## config.mk

```make
export PLATFORM = sky130hd
export DESIGN_NAME = flash_cfg_regs
export DESIGN_NICKNAME = d
export VERILOG_FILES = /design/src/rtl/flash_cfg_regs.sv
export SDC_FILE = /design/constraint.sdc
export NUM_CORES = 1
export LEC_CHECK = 0
export CELL_PAD_IN_SITES_DETAIL_PLACEMENT = 0
export CELL_PAD_IN_SITES_GLOBAL_PLACEMENT = 1
export CORE_UTILIZATION = 49
export CTS_CLUSTER_DIAMETER = 120
export DETAILED_ROUTE_END_ITERATION = 16
export DONT_BUFFER_PORTS = 1
export GPL_TIMING_DRIVEN = 1
export PLACE_DENSITY_LB_ADDON = 0.1
export SLEW_MARGIN = 20
export SYNTH_ARGS = -nofsm -noshare
export SYNTH_HDL_FRONTEND = slang
export SYNTH_SLANG_ARGS = --single-unit
```

## constraint.sdc

```tcl
create_clock -name clk -period 7.1 [get_ports clk]
set_input_delay 2.13 -clock clk [delete_from_list [all_inputs] [get_ports clk]]
set_output_delay 2.13 -clock clk [all_outputs]
set_load 0.02 [all_outputs]
```

## src/rtl/flash_cfg_regs.sv

```systemverilog
module flash_cfg_regs #(
  parameter int          AW          = 12,
  parameter logic [3:0]  INST_IDX    = 4'h0,
  parameter logic        BANK_CNT    = 1'b1,
  parameter logic [11:0] FLASH_KB_M1 = 12'h0FF,
  parameter logic [14:0] ROM_BYTES   = 15'h3000
) (
  input  logic          clk,
  input  logic          rst_n,
  input  logic          wr_en,
  input  logic          rd_en,
  input  logic [AW-1:0] addr,
  input  logic [31:0]   wdata,
  output logic [31:0]   rdata,
  output logic [2:0]    ws_1t,
  output logic [2:0]    ws_2t,
  output logic [31:0]   pump_trim,
  output logic [31:0]   bank_trim1,
  output logic [31:0]   bank_trim0,
  output logic          trim_ok,
  output logic          test_en,
  output logic          locked,
  output logic          flash_block,
  output logic [2:0]    cache_en
);
  localparam logic [AW-1:0] A_ID   = AW'('h000);
  localparam logic [AW-1:0] A_SIZE = AW'('h004);
  localparam logic [AW-1:0] A_WS1  = AW'('h008);
  localparam logic [AW-1:0] A_WS2  = AW'('h00C);
  localparam logic [AW-1:0] A_PUMP = AW'('h018);
  localparam logic [AW-1:0] A_TRM1 = AW'('h01C);
  localparam logic [AW-1:0] A_TRM0 = AW'('h020);
  localparam logic [AW-1:0] A_BLK  = AW'('h100);
  localparam logic [AW-1:0] A_CFG  = AW'('h3FC);
  localparam logic [AW-1:0] A_CEN  = AW'('h424);
  localparam logic [31:0] ID_WORD   = {16'hD140, 4'h0, INST_IDX, 4'h1, 4'h0};
  localparam logic [31:0] SIZE_WORD = {4'h0, BANK_CNT, FLASH_KB_M1, ROM_BYTES};
  localparam logic [31:0] PUMP_RST  = 32'h131A_0000;

  logic [31:0] rd_word;
  logic        hit;

  always_ff @(posedge clk) begin
    if (!rst_n) begin
      ws_1t       <= 3'd7;
      ws_2t       <= 3'd7;
      pump_trim   <= PUMP_RST;
      bank_trim1  <= '0;
      bank_trim0  <= '0;
      trim_ok     <= 1'b0;
      test_en     <= 1'b0;
      locked      <= 1'b1;
      flash_block <= 1'b0;
      cache_en    <= 3'b111;
    end else if (wr_en) begin
      case (addr)
        A_WS1:  if (!locked) ws_1t <= wdata[2:0];
        A_WS2:  if (!locked) ws_2t <= wdata[2:0];
        A_PUMP: if (!locked) pump_trim <= wdata;
        A_TRM1: if (!locked) bank_trim1 <= wdata;
        A_TRM0: if (!locked) bank_trim0 <= wdata;
        A_BLK:  if (wdata[0]) flash_block <= 1'b1;
        A_CFG: begin
          if (!wdata[0]) locked <= 1'b0;
          if (!locked) begin
            trim_ok <= wdata[1];
            test_en <= wdata[2];
          end
        end
        A_CEN:  cache_en <= wdata[2:0];
        default: ;
      endcase
    end
  end

  always_comb begin
    hit     = 1'b1;
    rd_word = '0;
    case (addr)
      A_ID:   rd_word = ID_WORD;
      A_SIZE: rd_word = SIZE_WORD;
      A_WS1:  rd_word = {29'd0, ws_1t};
      A_WS2:  rd_word = {29'd0, ws_2t};
      A_PUMP: rd_word = pump_trim;
      A_TRM1: rd_word = bank_trim1;
      A_TRM0: rd_word = bank_trim0;
      A_BLK:  rd_word = {31'd0, flash_block};
      A_CFG:  rd_word = {29'd0, test_en, trim_ok, locked};
      A_CEN:  rd_word = {29'd0, cache_en};
      default: hit = 1'b0;
    endcase
  end

  always_ff @(posedge clk) begin
    if (!rst_n)     rdata <= '0;
    else if (rd_en) rdata <= rd_word;
  end

  p_block_sticky_r4: assert property (@(posedge clk) disable iff (!rst_n)
    flash_block |=> flash_block);
  p_unlock_sticky_r5: assert property (@(posedge clk) disable iff (!rst_n)
    !locked |=> !locked);
  p_ws_gated_r6: assert property (@(posedge clk) disable iff (!rst_n)
    (locked && wr_en && (addr == A_WS1 || addr == A_WS2)) |=> ($stable(ws_1t) && $stable(ws_2t)));
  p_trim_gated_r6: assert property (@(posedge clk) disable iff (!rst_n)
    (locked && wr_en && (addr == A_PUMP || addr == A_TRM1 || addr == A_TRM0))
      |=> ($stable(pump_trim) && $stable(bank_trim1) && $stable(bank_trim0)));
  p_cfg_gated_r7: assert property (@(posedge clk) disable iff (!rst_n)
    (locked && wr_en && addr == A_CFG) |=> ($stable(trim_ok) && $stable(test_en)));
  p_unmapped_zero_r9: assert property (@(posedge clk) disable iff (!rst_n)
    (rd_en && !hit) |=> (rdata == 32'd0));
  p_rdata_hold_r10: assert property (@(posedge clk) disable iff (!rst_n)
    (!rd_en && $past(rst_n)) |=> $stable(rdata));
endmodule

```

==> results of run 1 <==
## metrics by stage
step	power (mW)	area, sq um	worst slack (ps)	instances
after floorplan	0.840	6040	3120	721
after global placement	0.832	6080	2460	826
after detailed placement	0.832	6080	2410	826
after CTS	1.79	6720	2850	858
after global routing	1.82	6720	2710	858
final	1.77	6720	2830	858
## state kept, by name, summed over array words and instances, names as in the netlist
register	count
locked	1
rdata	32
trim_ok	1
test_en	1
ws_2t	3
bank_trim0	32
ws_1t	3
pump_trim	32
cache_en	3
bank_trim1	32
flash_block	1
## worst reg2reg max path: stages (launching register included)
cell,delay [ps]
dfxtp_1,410
nor2b_1,430
nand2_1,530
buf_4,400
nand2_1,120
a21boi_0,70
## where the power goes
| group | internal, mW | switching (mW) | leakage [nW] |
|---|---|---|---|
| combinational | 0.0148 | 0.00847 | 0.794 |
| sequential | 0.791 | 0.0000106 | 1.14 |
| clock | 0.625 | 0.335 | 0.313 |
| total | 1.43 | 0.344 | 2.24 |
## worst paths after layout
path | cells past startpoint | end | slack, ps | startpoint
max | 6 | pump_trim[1] | 2830 | addr[9]
min | 2 | rdata[3] | 560 | rdata[3]
min reg2reg | 2 | rdata[3] | 560 | rdata[3]
max reg2reg | 5 | bank_trim0[25] | 5030 | locked
## cell usage in the layout (no fill, tap or decap), types with 4 or more instances in the layout
cell type	netlist	routed
dfxtp_1	141	141
a21boi_1	52	52
a211oi_1	4	4
nand2_1	246	246
a21oi_1	14	14
a21boi_0	39	39
nor4_1	8	8
o21ai_0	32	32
nand3_1	15	15
mux2_2	11	11
buf_4	0	10
nor3_1	6	4
clkbuf_8	0	4
a221oi_1	14	14
mux2i_1	22	22
clkbuf_16	0	17
bufinv_16	0	4
or3_1	5	5
nor2_1	18	18
## logic make-up (layout without fill, tap and decap cells)
| family | count (synthesis) | after routing |
|---|---|---|
| AO/OA/AOI/OAI | 170 | 170 |
| XOR/XNOR | 1 | 1 |
| buffers and inverters | 55 | 45 |
| flip-flops | 141 | 141 |
| multiplexers | 34 | 34 |
| AND/OR/NAND/NOR | 320 | 320 |
## layout make-up
cell class,count,area [sq um]
well taps,147,184
inverters,3,11.3
clock buffers,22,484
fillers,1137,5290
clock inverters,10,159
multi-input cells,525,2990
flip-flops and latches,141,2820
repair buffers,10,75.1
## routing by layer
| metal | share of wire [%] | GRT usage [%] |
|---|---|---|
| met1 | 41 | 34.1 |
| met2 | 48 | 45.2 |
| met3 | 9.4 | 10.3 |
| met4 | 1.8 | 11.2 |
| met5 | 0 | 0 |
==> results.cfg, run 1 <==
[logic_synthesis]
synth_compound_area_share_pct = 19.9
synthCells = 721
yosysWarnings = 0
yosysSeqAreaShare_pct = 46.7
synth_cell_types = 47
synth.cell_area_sq_um = 6040
yosys.area_share.simple_pct = 22.9
ys.flop_type = dfxtp_1
syn-num-nets = 769
async_flop_share_pct = 0
synth_area_leaders = dfxtp_1 47%, nand2_1 15%, a21boi_1 6.5%
synth_area_per_cell_sq_um = 8.38
ys_ff_latch = 141
synth_top_cell_by_area = dfxtp_1
yosysTopAreaCellShare_pct = 46.7
synth_adder_area_share_pct = 0
synthTopCellsByCount = 246 x nand2_1, 141 x dfxtp_1, 52 x a21boi_1, 40 x clkbuf_1, 39 x a21boi_0
yosysMostFrequentCell = nand2_1
synth_top_family_by_area = simple AND/OR/NAND/NOR gates
synth_edf_count = 0
synth_mux_area_share_pct = 6.07
synth_xor_area_share_pct = 0.145

[setup_path]
crit_family = simple AND/OR/NAND/NOR gates
worstPathRequired_ps = 7440
arrival_ps = 4610
startpoint_type = primary input
timing_worst_setup_path_type = in2reg
crit_chain = or4_1 -> or3_1 -> nor3_4 -> buf_4 -> nand2_1 -> a21boi_1
setup.worst_path.end_class = flop
cpPeakStageDelay_ps = 810
cp_num_buf_inv = 1
crit_path_top_delay_cell = or3_1
crit_fanout = 32

[route]
drc = 0
viasPerCell = 5.95
antenna_left = 0
drt_iter0_markers = 305
num_vias = 5102
dr.pass1.iters = 4
drt_wl_total_mm = 17.5
wl_per_cell_um = 20.4

[clock_network]
cts_hold_buf = 0
cts.repair.resized = 0
cts_sinks = 141
cts_buffer_depth = 2
clk_pin_slew_ps = 60
htree_num_levels = 4
post_cts_buffers = 0
cts_tree = yes
root_buffer = clkbuf_16
clk_latency_ps = 410
cts_made_buffers = 17

[floorplan]
coreArea_sq_um = 12000
fp.dieH_um = 113
initial_core_util_pct = 50.3
dieArea_sq_um = 12800
rows = 40
die_x_um = 113
io_pins = 189

[worst_hold_path]
hp-class = reg2reg

[sta]
slew_viol_final = 0
hold_violations = 0
setup_violations = 0
fin_setup_tns_ps = 0
slew_headroom_pct = 28.6
min_period_ps = 4270
grt_setup_unrepaired = no
fmax_mhz = 234
tightest_slew_ps = 1060
final.period_utilization_pct = 60.1
fin_worst_skew_ps = 8.10
holdWs_ps = 560

[placed_design]
place.detailed.hpwl_mm = 11.5
place_congestion = 0.867
portBuffers = 0

[outcome]
status = completed

[job]
drv_cap = 0

[layout]
final_core_util_pct = 56.0
n_antenna_cell = 0
area_growth_pct = 11.3
drive_gt1_share_pct = 9.14
nets = 746

[grt]
grt_pass1_wl_mm = 27.5
grt_overflow = 0
antenna_found_initial = 0
grt_pass1_vias = 4956
groute.usage.overall_pct = 28.1
grt_max_degree = 112

[power]
pwr_density_cell_nw_per_um2 = 264
power.leakage_nw = 2.24
ir_drop_mv = 0.181
No activity file was read; power rests on OpenSTA's default activity.
==> run 2, diff against run 1 <==
CORE_UTILIZATION = 46   (was 49)
clock period = 4.41 ns   (was 7.1 ns; I/O delays follow)
==> run 2 against run 1 <==
Via count rose by 0.43%. Cell count increased by 3.6%. First-iteration DRC count is 36% higher. Clock power is 48% higher. Power increased by 54%. Design area increased by 0.50%. Critical path depth grew 1. Routed wire length rose by 2.4%. Worst setup slack got worse by 1600 ps. Sequential power up 61%. Register-to-register slack worse by 2600 ps. Sequential share of layout area shrank 0.21 points.
==> results.cfg, run 2 (synthesis gave the netlist of run 1 again) <==
[grt]
grt_max_degree = 112
antenna_found_initial = 0
grt_pass1_wl_mm = 27.2
grt_overflow = 0
grt_pass1_vias = 4898
groute.usage.overall_pct = 26.8

[setup_path]
crit_path_top_delay_cell = or4_1
worstPathRequired_ps = 4710
crit_fanout = 18
arrival_ps = 3490
crit_chain = or4_1 -> nor4_2 -> buf_4 -> nand2_1 -> buf_4 -> nand2_1 -> a21boi_0
startpoint_type = primary input
setup.worst_path.end_class = flop
timing_worst_setup_path_type = in2reg
cpPeakStageDelay_ps = 700

[sta]
fmax_mhz = 314
fin_setup_tns_ps = 0
setup_violations = 0
final.period_utilization_pct = 72.2
min_period_ps = 3190
holdWs_ps = 557
grt_setup_unrepaired = no
tightest_slew_ps = 887
slew_headroom_pct = 40.3
fin_worst_skew_ps = 4.85
hold_violations = 0
slew_viol_final = 0

[route]
viasPerCell = 5.76
drt_iter0_markers = 414
antenna_left = 0
drt_wl_total_mm = 17.9
num_vias = 5124
wl_per_cell_um = 20.2
drc = 0
dr.pass1.iters = 5

[layout]
n_antenna_cell = 0
area_growth_pct = 11.8
final_core_util_pct = 53.1
nets = 752
final_common_cell = nand2_1
layout_common_cells = 246 x nand2_1, 141 x dfxtp_1, 52 x a21boi_1
drive_gt1_share_pct = 9.21

[floorplan]
rows = 41
initial_core_util_pct = 47.5
dieArea_sq_um = 13600
io_pins = 189
fp.dieH_um = 117
coreArea_sq_um = 12700
die_x_um = 117

[power]
power.share.sequential_pct = 46.7
intPower_mw = 2.19
power_frac_comb_pct = 1.3
switching_share_pct = 19.7
p_clk_share_pct = 51.9
power.leakage_nw = 2.25
ir_drop_mv = 0.246
switchingPower_mw = 0.538
pwr_density_cell_nw_per_um2 = 404

[clock_network]
root_buffer = clkbuf_16
cts.repair.resized = 0
cts_sinks = 141
clk_latency_ps = 420
htree_num_levels = 4
cts_tree = yes
post_cts_buffers = 0
clk_pin_slew_ps = 60
cts_made_buffers = 17
cts_hold_buf = 0
cts_buffer_depth = 2

[outcome]
status = completed

[worst_hold_path]
hp-class = reg2reg

[placed_design]
portBuffers = 0
place_congestion = 0.838
place.detailed.hpwl_mm = 11.8

[job]
drv_cap = 0
-- run 2: changes by cell type in the layout (fill, tap and decap cells not counted) --
cell / before / now
nor2b_2: 1 / 0
buf_4: 10 / 15
inv_6: 1 / 0
buf_12: 0 / 1
bufinv_16: 4 / 2
clkinv_2: 3 / 1
nor2b_4: 0 / 1
clkbuf_1: 1 / 6
-- run 2: layer usage --
| metal | vias up | global-route usage [%] | share of wire [%] |
|---|---|---|---|
| met1 | 2436 | 31.6 | 41 |
| met4 | 0 | 10.5 | 1.9 |
| met3 | 24 | 10.4 | 11 |
| li1 | 2437 | - | - |
| met2 | 227 | 43.7 | 47 |
| met5 | - | 0 | 0 |
-- run 2: through the flow --
| step | instances | setup slack [ps] | area [sq um] | power [mW] |
|---|---|---|---|---|
| floorplan | 721 | 1230 | 6040 | 1.35 |
| detailed placement | 857 | 809 | 6170 | 1.34 |
| finish | 889 | 1220 | 6760 | 2.73 |
| global route | 889 | 1110 | 6760 | 2.80 |
| global placement | 857 | 883 | 6170 | 1.34 |
| CTS | 889 | 1240 | 6760 | 2.74 |
-- run 2: area by class of cell --
class	instances	area, sq um
clock buffer	27	503
clock inverter	5	80.1
timing repair buffer	16	133
inverter	3	11.3
sequential	141	2820
fill	1303	5960
multi-input combinational	525	2990
tap	172	215
-- run 2: path summary, 6_finish.rpt --
kind,start,slack [ps],depth (start not counted),to
worst min register to register,rdata[8],560,2,rdata[8]
worst max-delay path,addr[9],1220,7,pump_trim[7]
worst max register to register,locked,2410,5,pump_trim[7]
worst min-delay path,rdata[8],560,2,rdata[8]
-- run 2: critical path: cells and delay by family --
kind	cells	cell delay (ps)
and+or+nand+nor	4	1470
buffers and inverters	2	610
AOI/OAI and AO/OA	1	80
-- run 2: power groups by stage --
stage	Clock (mW)	Combinational, mW	Sequential [mW]
final	1.42	0.0368	1.27
after global routing	1.49	0.0391	1.27
after CTS	1.43	0.0376	1.27
after detailed placement	0	0.0373	1.30
after global placement	0	0.0369	1.30
after floorplan	0	0.0508	1.30
